File: src/rtl/link_pkg.sv
package link_pkg;
  localparam int DATA_W   = 8;
  localparam int OSR      = 8;
  localparam int SLOW_DIV = 2;

  typedef enum logic [1:0] {
    RX_IDLE = 2'd0,
    RX_RUN  = 2'd1,
    RX_HOLD = 2'd2
  } rx_state_t;
endpackage

File: src/rtl/link_tick.sv
module link_tick #(
  parameter int SLOW_DIV = 2
) (
  input  logic clk,
  input  logic rst,
  input  logic rate_fast,
  output logic tick
);
  localparam int DVW = (SLOW_DIV > 1) ? $clog2(SLOW_DIV) : 1;
  localparam logic [DVW-1:0] DV_LAST = DVW'(SLOW_DIV - 1);

  logic [DVW-1:0] div;

  always_ff @(posedge clk) begin
    if (rst) begin
      div  <= '0;
      tick <= 1'b0;
    end else if (rate_fast) begin
      div  <= '0;
      tick <= 1'b1;
    end else begin
      tick <= (div == DV_LAST);
      div  <= (div == DV_LAST) ? '0 : div + 1'b1;
    end
  end

  assert_fast_tick_R3: assert property (@(posedge clk) disable iff (rst)
    (!$past(rst) && $past(rate_fast)) |-> tick);

  generate
    if (SLOW_DIV > 1) begin : g_slow_chk
      assert_slow_gap_R3: assert property (@(posedge clk) disable iff (rst)
        (tick && !rate_fast) |=> !tick);
    end
  endgenerate
endmodule

File: src/rtl/link_rx.sv
module link_rx
  import link_pkg::*;
#(
  parameter int DW  = 8,
  parameter int OSR = 8
) (
  input  logic          clk,
  input  logic          rst,
  input  logic          tick,
  input  logic          line_in,
  output logic          data_stb,
  output logic [DW-1:0] data_byte,
  output logic          ack_stb,
  output logic          err
);
  localparam int CW = $clog2(OSR);
  localparam int BW = $clog2(DW + 3);
  localparam logic [CW-1:0] C_MID  = CW'(OSR / 2 - 1);
  localparam logic [CW-1:0] C_LAST = CW'(OSR - 1);
  localparam logic [BW-1:0] I_LAST_DATA = BW'(DW + 1);

  logic s1, s2;
  rx_state_t st;
  logic [CW-1:0] cnt;
  logic [BW-1:0] idx;
  logic is_data;

  always_ff @(posedge clk) begin
    if (rst) begin
      s1 <= 1'b0;
      s2 <= 1'b0;
    end else begin
      s1 <= line_in;
      s2 <= s1;
    end
  end

  always_ff @(posedge clk) begin
    if (rst) begin
      st        <= RX_IDLE;
      cnt       <= '0;
      idx       <= '0;
      is_data   <= 1'b0;
      data_byte <= '0;
      data_stb  <= 1'b0;
      ack_stb   <= 1'b0;
      err       <= 1'b0;
    end else begin
      data_stb <= 1'b0;
      ack_stb  <= 1'b0;
      if (tick) begin
        case (st)
          RX_IDLE: if (s2) begin
            st  <= RX_RUN;
            cnt <= '0;
            idx <= '0;
          end
          RX_RUN: begin
            cnt <= (cnt == C_LAST) ? '0 : cnt + 1'b1;
            if (cnt == C_MID) begin
              idx <= idx + 1'b1;
              if (idx == '0) begin
                if (!s2) st <= RX_IDLE;
              end else if (idx == BW'(1)) begin
                is_data <= s2;
              end else if (is_data && idx <= I_LAST_DATA) begin
                data_byte <= {s2, data_byte[DW-1:1]};
              end else begin
                if (s2) begin
                  err <= 1'b1;
                  st  <= RX_HOLD;
                end else begin
                  st <= RX_IDLE;
                  if (is_data) data_stb <= 1'b1;
                  else         ack_stb  <= 1'b1;
                end
              end
            end
          end
          default: if (!s2) st <= RX_IDLE;
        endcase
      end
    end
  end

  assert_err_sticky_R9: assert property (@(posedge clk) disable iff (rst)
    err |=> err);
  assert_one_result_R8: assert property (@(posedge clk) disable iff (rst)
    !(data_stb && ack_stb));
  assert_hold_after_err_R9: assert property (@(posedge clk) disable iff (rst)
    $rose(err) |-> !data_stb && !ack_stb);
endmodule

File: src/rtl/link_tx.sv
module link_tx #(
  parameter int DW  = 8,
  parameter int OSR = 8
) (
  input  logic          clk,
  input  logic          rst,
  input  logic          tick,
  input  logic          ack_req,
  input  logic          far_ack,
  input  logic          tx_valid,
  input  logic [DW-1:0] tx_data,
  output logic          tx_ack,
  output logic          line_out
);
  localparam int FW = DW + 3;
  localparam int CW = $clog2(OSR);
  localparam int NW = $clog2(FW + 1);
  localparam logic [CW-1:0] C_LAST = CW'(OSR - 1);

  logic busy, ack_pend, waiting;
  logic [CW-1:0] cnt;
  logic [NW-1:0] left;
  logic [FW-2:0] sh;

  wire ack_want = ack_pend || ack_req;
  wire go_ack   = tick && !busy && ack_want;
  wire go_data  = tick && !busy && !ack_want && tx_valid && !waiting && !tx_ack;

  always_ff @(posedge clk) begin
    if (rst) begin
      ack_pend <= 1'b0;
      waiting  <= 1'b0;
      tx_ack   <= 1'b0;
    end else begin
      if (go_ack)       ack_pend <= 1'b0;
      else if (ack_req) ack_pend <= 1'b1;
      if (go_data) waiting <= 1'b1;
      else if (waiting && far_ack) waiting <= 1'b0;
      if (waiting && far_ack)       tx_ack <= 1'b1;
      else if (tx_ack && !tx_valid) tx_ack <= 1'b0;
    end
  end

  always_ff @(posedge clk) begin
    if (rst) begin
      busy     <= 1'b0;
      line_out <= 1'b0;
      cnt      <= '0;
      left     <= '0;
      sh       <= '0;
    end else if (go_ack || go_data) begin
      busy     <= 1'b1;
      line_out <= 1'b1;
      cnt      <= '0;
      left     <= go_ack ? NW'(2) : NW'(FW - 1);
      sh       <= go_ack ? '0 : {1'b0, tx_data, 1'b1};
    end else if (busy && tick) begin
      if (cnt == C_LAST) begin
        cnt <= '0;
        if (left == '0) begin
          busy     <= 1'b0;
          line_out <= 1'b0;
        end else begin
          line_out <= sh[0];
          sh       <= sh >> 1;
          left     <= left - 1'b1;
        end
      end else begin
        cnt <= cnt + 1'b1;
      end
    end
  end

  assert_idle_low_R1: assert property (@(posedge clk) disable iff (rst)
    !busy |-> !line_out);
  assert_ack_first_R7: assert property (@(posedge clk) disable iff (rst)
    (tick && !busy && ack_want) |=> (busy && left == NW'(2)));
  assert_ack_held_R6: assert property (@(posedge clk) disable iff (rst)
    (tx_ack && tx_valid) |=> tx_ack);
  assert_wait_far_R6: assert property (@(posedge clk) disable iff (rst)
    (waiting && !far_ack) |=> (waiting && !tx_ack));
endmodule

File: src/rtl/link_adapter.sv
module link_adapter #(
  parameter int DATA_W   = link_pkg::DATA_W,
  parameter int OSR      = link_pkg::OSR,
  parameter int SLOW_DIV = link_pkg::SLOW_DIV
) (
  input  logic              clk,
  input  logic              rst,
  input  logic              rate_fast,
  input  logic              link_in,
  output logic              link_out,
  output logic [DATA_W-1:0] rx_data,
  output logic              rx_valid,
  input  logic              rx_ack,
  input  logic [DATA_W-1:0] tx_data,
  input  logic              tx_valid,
  output logic              tx_ack,
  output logic              link_err
);
  logic tick;
  logic rx_stb, far_ack;
  logic [DATA_W-1:0] rx_byte;

  wire taken = rx_valid && rx_ack;

  link_tick #(.SLOW_DIV(SLOW_DIV)) u_tick (
    .clk(clk), .rst(rst), .rate_fast(rate_fast), .tick(tick)
  );

  link_rx #(.DW(DATA_W), .OSR(OSR)) u_rx (
    .clk(clk), .rst(rst), .tick(tick), .line_in(link_in),
    .data_stb(rx_stb), .data_byte(rx_byte), .ack_stb(far_ack), .err(link_err)
  );

  link_tx #(.DW(DATA_W), .OSR(OSR)) u_tx (
    .clk(clk), .rst(rst), .tick(tick), .ack_req(taken), .far_ack(far_ack),
    .tx_valid(tx_valid), .tx_data(tx_data), .tx_ack(tx_ack), .line_out(link_out)
  );

  always_ff @(posedge clk) begin
    if (rst) begin
      rx_valid <= 1'b0;
      rx_data  <= '0;
    end else begin
      if (taken) rx_valid <= 1'b0;
      if (rx_stb && !rx_valid) begin
        rx_valid <= 1'b1;
        rx_data  <= rx_byte;
      end
    end
  end

  assert_rx_hold_R4: assert property (@(posedge clk) disable iff (rst)
    (rx_valid && !rx_ack) |=> (rx_valid && $stable(rx_data)));
  assert_rx_drop_R4: assert property (@(posedge clk) disable iff (rst)
    (rx_valid && rx_ack && !rx_stb) |=> !rx_valid);
endmodule

File: config.mk
export PLATFORM = sky130hd
export DESIGN_NAME = link_adapter
export DESIGN_NICKNAME = d
export VERILOG_FILES = /design/src/rtl/link_pkg.sv /design/src/rtl/link_tick.sv /design/src/rtl/link_rx.sv /design/src/rtl/link_tx.sv /design/src/rtl/link_adapter.sv
export SDC_FILE = /design/constraint.sdc
export NUM_CORES = 1
export LEC_CHECK = 0
export ABC_CLOCK_PERIOD_IN_PS = 2400
export BUFFER_PORTS_ARGS = -buffer_cell sky130_fd_sc_hd__buf_2
export CORE_MARGIN = 3
export CORE_UTILIZATION = 25
export DETAILED_ROUTE_END_ITERATION = 10
export GPL_TIMING_DRIVEN = 0
export PLACE_DENSITY = 0.51
export SETUP_SLACK_MARGIN = 0.1
export SLEW_MARGIN = 20
export SYNTH_ARGS = -nofsm -noshare
export SYNTH_HDL_FRONTEND = slang
export SYNTH_HIERARCHICAL = 1
export SYNTH_SLANG_ARGS = --single-unit
File: constraint.sdc
create_clock -name clk -period 2.4 [get_ports clk]
set_clock_uncertainty 0.2 [all_clocks]
set_input_delay 0.48 -clock clk [delete_from_list [all_inputs] [get_ports clk]]
set_output_delay 0.48 -clock clk [all_outputs]
set_load 0.005 [all_outputs]
==> results.cfg <==
[floorplan]
dieArea_mm2 = 0.0120
core_area_mm2 = 0.0104
die_w_um = 109
ioPinCount = 26
dieHeight_um = 109
start_util_pct = 25.8
row_count = 37

[drt]
post-route-drc-count = 0
first_pass_iters = 4
wl_mm = 5.54
wl_per_cell_um = 12.3
viasPerCell = 4.66
drtIter0Drc = 80
antenna_left = 0
num_vias = 2091

[worst_setup_path]
timing.rr.start = u_tx/cnt[0]$_SDFFE_PP0P_
worstPathArrival_ps = 1970
cp-end-kind = register
slowest_stage = dfxtp_1
path_buf_inv = 1
startpoint = u_tx/cnt[0]$_SDFFE_PP0P_
slowest_delay_ps = 370
path_class = reg -> reg
worstSetupStartpointType = register
path_cells = ha_1 -> ha_1 -> nand3_2 -> or2_1 -> buf_6 -> o21ai_1 -> a211oi_2
path_common_cell = ha_1
worst-endpoint-required_ps = 2380
worstPathMaxFanout = 10
crit_family = simple AND/OR/NAND/NOR gates

[global_route]
grt_pass1_vias = 2039
antenna_found_initial = 0
grt_pass1_wl_mm = 9.33
grt_overflow = 0
grt_use_total_pct = 9.68
grt_max_degree = 18

[sta]
rsz0062_at_grt = no
setup_violations = 0
fmax_mhz = 502
fin_setup_tns_ps = 0
layout_min_cycle_time_ps = 1990
final_max_slew_viol_count = 0
fin_crit_sh_pct = 83.0
worst_pin_slew_ps = 595
finalHoldViolations = 0
worst_slack_ps = 408
relSlewSlack_pct = 60.3

[finish]
drive_above_1_share_pct = 22.4
final_area_mm2 = 0.00305
fill_cells = 1122
nets = 336
seq_area_mm2 = 0.00110
insertedDiodeCount = 0
multi_input_comb_area_mm2 = 0.00146
area_delta_synth_final_pct = 14.2
fin_util_pct = 29.4

[clock_network]
cts.hold.buffers_added = 0
root_buffer = clkbuf_8
cts_max_level = 2
post_cts_buffers = 0
numCtsBuffers = 5
cts_sinks = 55
clk_pin_slew_ps = 100
clk_path_buf_depth = 2
cts_resized = 0
insertion_delay_ps = 310
cts_tree = built

[synth]
ys_top_cells_by_area = dfxtp_1 (41%), ha_1 (4.7%), a21oi_1 (3.7%)
syn_area_per_cell_um2 = 9.54
yosys.area.top_type_share_pct = 41.2
netlist_top_cells_count = dfxtp_1 (55), a21oi_1 (20), nor2_1 (20), nor3_1 (20), nand2_1 (12)
syn_inst = 280
synthFlopType = dfxtp_1
yosysSeqAreaShare_pct = 41.2
ys_ff_latch = 55
yosysMostFrequentCell = dfxtp_1
synthesis.area_mm2 = 0.00267
synth_fp_nets = 304
ys_async_sr_fraction_pct = 0
synth_enable_flop_cells = 0
ys_types = 63
ys.warnings.count = 6
synth_top_area_cell = dfxtp_1

[pwr]
leakage_nw = 1.15
power_density_mw_per_mm2 = 518
ir_worst_vdd_uv = 236

[placement]
place_ws_ps = 296
gp_congestion = 0.727
portBuffers = 25
dp.final_hpwl_mm = 3.98
place_area_mm2 = 0.00297

[worst_hold_path]
hp-class = in -> reg
hp-start = rate_fast

[outcome]
status = completed

[job]
cap_violations = 0
## layout make-up
| type | count | share of cell area (%) |
|---|---|---|
| multi-input cells | 203 | 47.7 |
| flip-flops and latches | 55 | 36.1 |
| well taps | 136 | 5.58 |
| repair buffers | 25 | 4.10 |
| plain buffers | 12 | 2.54 |
| clock buffers | 6 | 2.38 |
| inverters | 10 | 1.23 |
| clock inverters | 2 | 0.410 |
## cell families (layout without fill, tap and decap cells)
logic type / count (synthesis) / count (layout) / synth area share [%]
AO/OA/AOI/OAI: 73 / 73 / 19.7
multiplexers: 5 / 5 / 1.87
XOR/XNOR: 5 / 5 / 2.34
AND/OR/NAND/NOR: 109 / 109 / 25.5
adder cells (fa/ha/maj): 11 / 11 / 5.06
flip-flops: 55 / 55 / 41.2
buffers and inverters: 22 / 55 / 4.31
## cells in the final DEF, fill, tap and decap left out, types with 9 or more instances in the layout
master	netlist	layout
nor3_1	20	20
inv_1	10	10
nand2b_1	9	9
buf_2	1	26
dfxtp_1	55	55
ha_1	10	10
nand2_1	12	12
o21ai_0	11	11
o21ai_2	10	10
nand3_1	10	10
nor2_1	20	20
a21oi_1	20	20
## state kept, by name, indices dropped and copies added, names as in the netlist
name,count
u_rx/idx,4
u_tx/waiting,1
u_tx/busy,1
u_rx/s1,1
u_rx/data_stb,1
u_tx/ack_pend,1
u_tick/div,1
u_rx/st,2
u_tx/left,4
u_rx/is_data,1
u_rx/ack_stb,1
u_tx/tx_ack,1
u_rx/data_byte,8
rx_data,8
u_tick/tick,1
u_tx/sh,9
u_rx/s2,1
rx_valid,1
u_rx/cnt,3
u_tx/cnt,3
u_tx/line_out,1
u_rx/err,1
## path summary, 6_finish.rpt
check / endpoint / slack (ps) / cells after the start
worst max-delay path: u_tx/sh[5]$_SDFFE_PP0P_ / 410 / 7
worst min-delay path: u_tick/div$_SDFF_PP0_ / 140 / 2
worst max register to register: u_tx/sh[5]$_SDFFE_PP0P_ / 410 / 7
worst min register to register: u_tick/div$_SDFF_PP0_ / 230 / 1
## report_power, final
part	total [mW]	leakage [nW]	internal (mW)	switching (mW)
combinational	0.125	0.658	0.0552	0.0701
sequential	0.950	0.446	0.932	0.0180
clock	0.506	0.0412	0.205	0.301
## stage by stage
stage | total power [mW] | instances | hold slack (ps)
floorplan | 1.06 | 280 | 197
global placement | 1.10 | 441 | 207
detailed placement | 1.10 | 441 | 218
CTS | 1.61 | 449 | 129
global route | 1.66 | 449 | 128
finish | 1.58 | 449 | 141
## metal layers
layer / track usage, % / part of all wire (%) / wire length (µm) / vias up
met5: 0 / 0 / 0 / -
met4: 2.85 / 1.3 / 70 / 0
met3: 2.11 / 3.6 / 199 / 5
met2: 16.2 / 45 / 2510 / 25
met1: 12.5 / 50 / 2760 / 991
li1: - / - / - / 1070
## worst register-to-register path: stages, from the launching register on
cell and delay (ps):
dfxtp_1 370, ha_1 150, ha_1 240, nand3_2 220, or2_1 290, buf_6 150
o21ai_1 160, a211oi_2 90
Power figures use the tool's default switching activity.
